===== src/rtl/cmd_dec_pkg.sv =====
package cmd_dec_pkg;
  localparam logic [7:0] PREFIX_BYTE = 8'hAF;
  localparam logic [7:0] OP_REG_WR   = 8'h20;
  localparam logic [7:0] OP_COPY     = 8'h6A;
  localparam logic [7:0] CTRL_ADDR   = 8'hFF;
  localparam logic [7:0] LOCK_VAL    = 8'h00;
  localparam logic [7:0] UNLOCK_VAL  = 8'hFF;

  typedef enum logic [2:0] {
    S_IDLE,
    S_OPC,
    S_WADDR,
    S_WVAL,
    S_COPY
  } pstate_t;
endpackage


===== src/rtl/cmd_parser.sv =====
module cmd_parser
  import cmd_dec_pkg::*;
#(
  parameter int ADDR_BYTES = 3
) (
  input  logic                    clk,
  input  logic                    rst_n,
  input  logic                    beat,
  input  logic [7:0]              in_data,
  output logic                    wr_en,
  output logic [7:0]              wr_addr,
  output logic [7:0]              wr_data,
  output logic                    cp_strobe,
  output logic [ADDR_BYTES*8-1:0] cp_src,
  output logic [7:0]              cp_count,
  output logic [ADDR_BYTES*8-1:0] cp_dst
);
  localparam int AW    = ADDR_BYTES * 8;
  localparam int NARGS = 2 * ADDR_BYTES + 1;
  localparam int SHW   = NARGS * 8;
  localparam int CNTW  = $clog2(NARGS + 1);

  pstate_t         st_q;
  logic [CNTW-1:0] cnt_q;
  logic [7:0]      addr_q;
  logic [SHW-1:0]  sh_q;
  logic [SHW-1:0]  sh_nxt;
  logic            last_arg;

  assign sh_nxt   = {sh_q[SHW-9:0], in_data};
  assign last_arg = (cnt_q == CNTW'(NARGS - 1));

  assign wr_en   = beat && (st_q == S_WVAL);
  assign wr_addr = addr_q;
  assign wr_data = in_data;

  always_ff @(posedge clk) begin
    if (!rst_n) begin
      st_q      <= S_IDLE;
      cnt_q     <= '0;
      addr_q    <= '0;
      sh_q      <= '0;
      cp_strobe <= 1'b0;
      cp_src    <= '0;
      cp_count  <= '0;
      cp_dst    <= '0;
    end else begin
      cp_strobe <= 1'b0;
      if (beat) begin
        unique case (st_q)
          S_IDLE:  if (in_data == PREFIX_BYTE) st_q <= S_OPC;
          S_OPC: begin
            if (in_data == OP_REG_WR) st_q <= S_WADDR;
            else if (in_data == OP_COPY) begin
              st_q  <= S_COPY;
              cnt_q <= '0;
            end else if (in_data == PREFIX_BYTE) st_q <= S_OPC;
            else st_q <= S_IDLE;
          end
          S_WADDR: begin
            addr_q <= in_data;
            st_q   <= S_WVAL;
          end
          S_WVAL:  st_q <= S_IDLE;
          S_COPY: begin
            sh_q  <= sh_nxt;
            cnt_q <= cnt_q + 1'b1;
            if (last_arg) begin
              st_q      <= S_IDLE;
              cp_strobe <= 1'b1;
              cp_src    <= sh_nxt[SHW-1 -: AW];
              cp_count  <= sh_nxt[AW +: 8];
              cp_dst    <= sh_nxt[AW-1:0];
            end
          end
          default: st_q <= S_IDLE;
        endcase
      end
    end
  end


  strobe_single_chk: assert property (@(posedge clk) disable iff (!rst_n)
    cp_strobe |=> !cp_strobe);


  idle_discard_chk: assert property (@(posedge clk) disable iff (!rst_n)
    (beat && st_q == S_IDLE && in_data != PREFIX_BYTE) |=> (st_q == S_IDLE));


  no_beat_hold_chk: assert property (@(posedge clk) disable iff (!rst_n)
    !beat |=> $stable(st_q));
endmodule


===== src/rtl/reg_bank.sv =====
module reg_bank
  import cmd_dec_pkg::*;
#(
  parameter int REG_COUNT = 64
) (
  input  logic                         clk,
  input  logic                         rst_n,
  input  logic                         wr_en,
  input  logic [7:0]                   wr_addr,
  input  logic [7:0]                   wr_data,
  output logic                         locked,
  output logic [REG_COUNT-1:0][7:0]    active
);
  localparam int IDXW = $clog2(REG_COUNT);

  logic [REG_COUNT-1:0][7:0] shadow_q;
  logic [REG_COUNT-1:0][7:0] active_q;
  logic                      locked_q;
  logic                      is_ctrl;
  logic                      in_rng;
  logic                      do_unlock;
  logic [IDXW-1:0]           widx;

  assign is_ctrl   = (wr_addr == CTRL_ADDR);
  assign in_rng    = ({1'b0, wr_addr} < 9'(REG_COUNT)) && !is_ctrl;
  assign do_unlock = wr_en && is_ctrl && (wr_data == UNLOCK_VAL);
  assign widx      = wr_addr[IDXW-1:0];

  always_ff @(posedge clk) begin
    if (!rst_n) locked_q <= 1'b0;
    else if (wr_en && is_ctrl) begin
      if (wr_data == LOCK_VAL)        locked_q <= 1'b1;
      else if (wr_data == UNLOCK_VAL) locked_q <= 1'b0;
    end
  end

  for (genvar g = 0; g < REG_COUNT; g++) begin : g_reg
    logic hit;
    assign hit = wr_en && in_rng && (widx == IDXW'(g));
    always_ff @(posedge clk) begin
      if (!rst_n) begin
        shadow_q[g] <= '0;
        active_q[g] <= '0;
      end else begin
        if (hit) shadow_q[g] <= wr_data;
        if (do_unlock)             active_q[g] <= shadow_q[g];
        else if (hit && !locked_q) active_q[g] <= wr_data;
      end
    end
  end

  assign locked = locked_q;
  assign active = active_q;


  unlocked_write_chk: assert property (@(posedge clk) disable iff (!rst_n)
    (wr_en && in_rng && !locked_q) |=> (active_q[$past(widx)] == $past(wr_data)));


  locked_hold_chk: assert property (@(posedge clk) disable iff (!rst_n)
    (wr_en && locked_q && !is_ctrl) |=> $stable(active_q));


  unlock_commit_chk: assert property (@(posedge clk) disable iff (!rst_n)
    do_unlock |=> ((active_q == $past(shadow_q)) && !locked_q));


  out_of_range_chk: assert property (@(posedge clk) disable iff (!rst_n)
    (wr_en && !in_rng && !is_ctrl) |=> $stable(active_q));
endmodule


===== src/rtl/cmd_stream_decoder.sv =====
module cmd_stream_decoder
  import cmd_dec_pkg::*;
#(
  parameter int REG_COUNT  = 64,
  parameter int ADDR_BYTES = 3
) (
  input  logic                    clk,
  input  logic                    rst_n,
  input  logic                    in_valid,
  input  logic [7:0]              in_data,
  output logic                    in_ready,
  input  logic [7:0]              rd_addr,
  output logic [7:0]              rd_data,
  output logic                    vid_locked,
  output logic                    deep_color,
  output logic [23:0]             base16,
  output logic [23:0]             base8,
  output logic [15:0]             h_active,
  output logic [15:0]             v_active,
  output logic [15:0]             pix_clk,
  output logic                    cp_strobe,
  output logic [ADDR_BYTES*8-1:0] cp_src,
  output logic [7:0]              cp_count,
  output logic [ADDR_BYTES*8-1:0] cp_dst
);
  localparam int IDXW     = $clog2(REG_COUNT);
  localparam int R_DEPTH  = 'h00;
  localparam int R_HACT   = 'h0F;
  localparam int R_VACT   = 'h17;
  localparam int R_PCLK   = 'h1B;
  localparam int R_BASE16 = 'h20;
  localparam int R_BASE8  = 'h26;

  logic                      ready_q;
  logic                      beat;
  logic                      wr_en;
  logic [7:0]                wr_addr;
  logic [7:0]                wr_data;
  logic [REG_COUNT-1:0][7:0] active;

  always_ff @(posedge clk) begin
    if (!rst_n) ready_q <= 1'b0;
    else        ready_q <= 1'b1;
  end

  assign in_ready = ready_q;
  assign beat     = in_valid && ready_q;

  cmd_parser #(.ADDR_BYTES(ADDR_BYTES)) u_parser (
    .clk      (clk),
    .rst_n    (rst_n),
    .beat     (beat),
    .in_data  (in_data),
    .wr_en    (wr_en),
    .wr_addr  (wr_addr),
    .wr_data  (wr_data),
    .cp_strobe(cp_strobe),
    .cp_src   (cp_src),
    .cp_count (cp_count),
    .cp_dst   (cp_dst)
  );

  reg_bank #(.REG_COUNT(REG_COUNT)) u_bank (
    .clk    (clk),
    .rst_n  (rst_n),
    .wr_en  (wr_en),
    .wr_addr(wr_addr),
    .wr_data(wr_data),
    .locked (vid_locked),
    .active (active)
  );

  assign rd_data = ({1'b0, rd_addr} < 9'(REG_COUNT) && rd_addr != CTRL_ADDR)
                   ? active[rd_addr[IDXW-1:0]] : 8'h00;

  assign deep_color = active[R_DEPTH][0];
  assign base16     = {active[R_BASE16], active[R_BASE16+1], active[R_BASE16+2]};
  assign base8      = {active[R_BASE8], active[R_BASE8+1], active[R_BASE8+2]};
  assign h_active   = {active[R_HACT], active[R_HACT+1]};
  assign v_active   = {active[R_VACT], active[R_VACT+1]};
  assign pix_clk    = {active[R_PCLK+1], active[R_PCLK]};


  ctrl_reads_zero_chk: assert property (@(posedge clk) disable iff (!rst_n)
    (rd_addr == CTRL_ADDR) |-> (rd_data == 8'h00));
endmodule


===== config.mk =====
export PLATFORM = sky130hd
export DESIGN_NAME = cmd_stream_decoder
export DESIGN_NICKNAME = d
export VERILOG_FILES = /design/src/rtl/cmd_dec_pkg.sv /design/src/rtl/cmd_parser.sv /design/src/rtl/reg_bank.sv /design/src/rtl/cmd_stream_decoder.sv
export SDC_FILE = /design/constraint.sdc
export NUM_CORES = 2
export LEC_CHECK = 0
export BUFFER_PORTS_ARGS = -buffer_cell sky130_fd_sc_hd__buf_4
export CORE_ASPECT_RATIO = 0.7
export CORE_MARGIN = 5
export CORE_UTILIZATION = 40
export DETAILED_ROUTE_END_ITERATION = 10
export PLACE_DENSITY = 0.67
export SLEW_MARGIN = 40
export SYNTH_ARGS = -nofsm -noshare
export SYNTH_HDL_FRONTEND = slang
export SYNTH_SLANG_ARGS = --single-unit

===== constraint.sdc =====
create_clock -name clk -period 3.22 [get_ports clk]
set_input_delay 0.483 -clock clk [delete_from_list [all_inputs] [get_ports clk]]
set_output_delay 0.483 -clock clk [all_outputs]
set_load 0.02 [all_outputs]

==> results_dict.tcl <==
set metrics [dict create \
    grt_pass1_vias 38800 \
    fp.dieW_um 424 \
    initial_core_util 0.402 \
    timing.slew.headroom 0.381 \
    synth_top_flop_cell "dfxtp_1" \
    netlist_area_um2 47900 \
    grt_max_degree 123 \
    fillerInstances 11200 \
    place.gp.congestion 0.959 \
    synthDistinctLibCells 55 \
    rows 106 \
    numCtsBuffers 112 \
    ant_nets 0 \
    min_from "in_data[2]" \
    critPathArrivalTime_ps 2730 \
    fin_crit_ps 3210 \
    critPathLaunchType "flip-flop" \
    cts_tree "done" \
    design.core.area_um2 119000 \
    grt_pass1_wl_um 254000 \
    synth-simple-area-share 0.164 \
    clock-root-buffer "clkbuf_16" \
    firstDrtPassIters 6 \
    grt_use_total 0.259 \
    maxCapViolations 0 \
    fin_cells 7300 \
    synth_edf_count 0 \
    synth_seq_area_share 0.478 \
    clkTransAtPathRegs_ps 60 \
    clk_latency_ps 750 \
    multi_input_area_um2 22300 \
    path_max_fanout 3 \
    cts_htree_levels 3 \
    postLayoutCellArea_um2 55400 \
    ys_async_sr_fraction 0 \
    hold_ws_ps 46.3 \
    min_path_cells 3 \
    dp_cells 7094 \
    finClkSkew_ps 41.3 \
    synth_area_leader_cell "dfxtp_1" \
    cp-end-kind "output port" \
    reg2reg_depth 8 \
    tightest_slew_ps 929 \
    maxSlewViolCount 0 \
    grt_setup_unrepaired "true" \
    run_status "finished clean" \
    setup_viol 0 \
    synth_most_common_cell "nor2_1" \
    ios 183 \
    drive_gt1_frac 0.163 \
    total_power_mw 29.4 \
    yosys_warnings 0 \
    dieArea_um2 127000 \
    regToRegStartpoint "u_parser.wr_addr[3]$_SDFFE_PN0P_" \
    yosys-top-cells-count "nor2_1, a21oi_1, dfxtp_1" \
    port_buffers 182 \
    crit_type "reg2out" \
    dp_hpwl_um 107000 \
    vias 43200 \
    synth_top_family_by_area "compound AO/OA/AOI/OAI gates" \
    worst-r2r-setup-slack_ps 460 \
    first_iter_violations 6125 \
    syn2layout_area_growth_pct 15.5 \
    clock_path_buffers 3 \
    wl_per_cell_um 23.5 \
    nets 5664 \
    synth.avg_cell_area_um2 8.41 \
    avgViaCountPerCell 5.92 \
    synth_top_area_frac 0.478 \
    synth_fa_ha_area_frac 0.000522 \
    antenna_found_initial 10 \
    leakage_nw 19.7 \
    drt-total-wl_um 171000 \
    synth_compound_area_frac 0.226 \
    hold_end "u_parser.sh_q[2]$_SDFFE_PN0P_" \
    worstReg2RegEnd "u_bank.active[356]$_SDFFE_PN0P_" \
    drc 0 \
    min_period_over_period 0.997 \
    postPlaceCellArea_um2 51300 \
    synthMuxAreaShare 0.0669 \
    p_per_area_nw_per_um2 530 \
    hold_violations 0 \
    vdd_drop_max_uv 467 \
    fmax_mhz 312 \
    synthTopCellsByArea "dfxtp_1, nor2_1, a21oi_1" \
    clock_sinks 1145 \
    register_area_um2 23000 \
    die_h_um 300 \
    ys_ff_latch 1145 \
    synth_xor_xnor_area_share 0.000183 \
    min_path_type "in2reg" \
    synth_cells 5703 \
    crit_required_ps 2740 \
    grt_overflow_total 0 \
    finalSetupTns_ps 0 \
    synth_nets 5724 \
]
[cell usage in the layout, fill, tap and decap left out, drive strengths merged, types with 6 or more instances in the layout]
cell type	count
nand3	10
inv	11
o21ai	6
dfxtp	1145
buf	465
nand4	68
mux2	6
nand2	258
nor4	6
mux4	126
o22ai	83
a31oi	8
a211oi	518
nor2	1558
bufinv	10
a21oi	1149
mux2i	30
and3	6
clkinv	28
nor4b	8
clkbuf	162
[where the power goes]
| part | internal, mW | switching, mW | leakage [nW] |
|---|---|---|---|
| combinational | 0.361 | 1.02 | 8.55 |
| clock | 7.93 | 5.88 | 1.90 |
| sequential | 14.2 | 0.000463 | 9.23 |
| total | 22.4 | 6.91 | 19.7 |
[state kept, by name, summed over array words and instances, names as in the netlist, 3 cells and up]
name and count:
u_bank.active 512, u_bank.shadow_q 512, u_parser.cnt_q 3, u_parser.cp_count 8, u_parser.cp_dst 24, u_parser.cp_src 24
u_parser.sh_q 48, u_parser.st_q 3, u_parser.wr_addr 8
[worst max-delay path: stages, from the launching register on]
cell	delay (ps)
dfxtp_1	490
mux4_2	360
nand2_1	70
a31oi_1	250
nand3_1	280
o41ai_1	170
buf_4	230
buf_4	150
[per-layer routing]
metal	share of wire	routed length [um]	global-route usage
met5	0.000076	13	0
met4	0.037	6350	0.0888
met3	0.13	22300	0.0815
met2	0.42	72100	0.376
met1	0.41	70600	0.364
[repair_timing]
item,CTS,global route
buffers inserted,1,1
endpoints found under the setup margin,5,5
pin swaps,7,3
hold buffers,1,0
hold endpoints to repair,1,0
resized for setup,38,18
[area by class of cell]
type	count	share of cell area
Sequential cell	1145	0.415
Multi-Input combinational cell	3906	0.402
Timing Repair Buffer	466	0.0776
Clock buffer	162	0.0596
Tap cell	1566	0.0354
Clock inverter	39	0.00960
Inverter	12	0.00113
Antenna cell	4	0.000181
[logic make-up after synthesis]
family,Yosys count
AOI/OAI and AO/OA,1786
xor gates and xnor gates,1
adders and majority gates,2
buffers and inverters,652
DFF,1145
muxes,162
and+or+nand+nor,1955
[how the worst max path moves through the flow]
stage          slack [ps]                            start         end  cells past startpoint
2_1_floorplan          70                       rd_addr[1]  rd_data[4]                      8
3_3_place_gp         -370                       rd_addr[0]  rd_data[3]                      8
3_5_place_dp         -150                       rd_addr[0]  rd_data[0]                      9
4_1_cts               -40  u_bank.active[228]$_SDFFE_PN0P_  rd_data[4]                      7
5_1_grt               -20  u_bank.active[319]$_SDFFE_PN0P_  rd_data[7]                      6
6_report               10  u_bank.active[313]$_SDFFE_PN0P_  rd_data[1]                      7
[per-stage QoR]
step	utilization	worst slack, ps
3_5_place_dp	0.430	-148
6_report	0.464	9.81
4_1_cts	0.464	-41.7
5_1_grt	0.464	-17.1
3_3_place_gp	0.430	-369
2_1_floorplan	-	67.4
(Power assumes the default switching activity.)
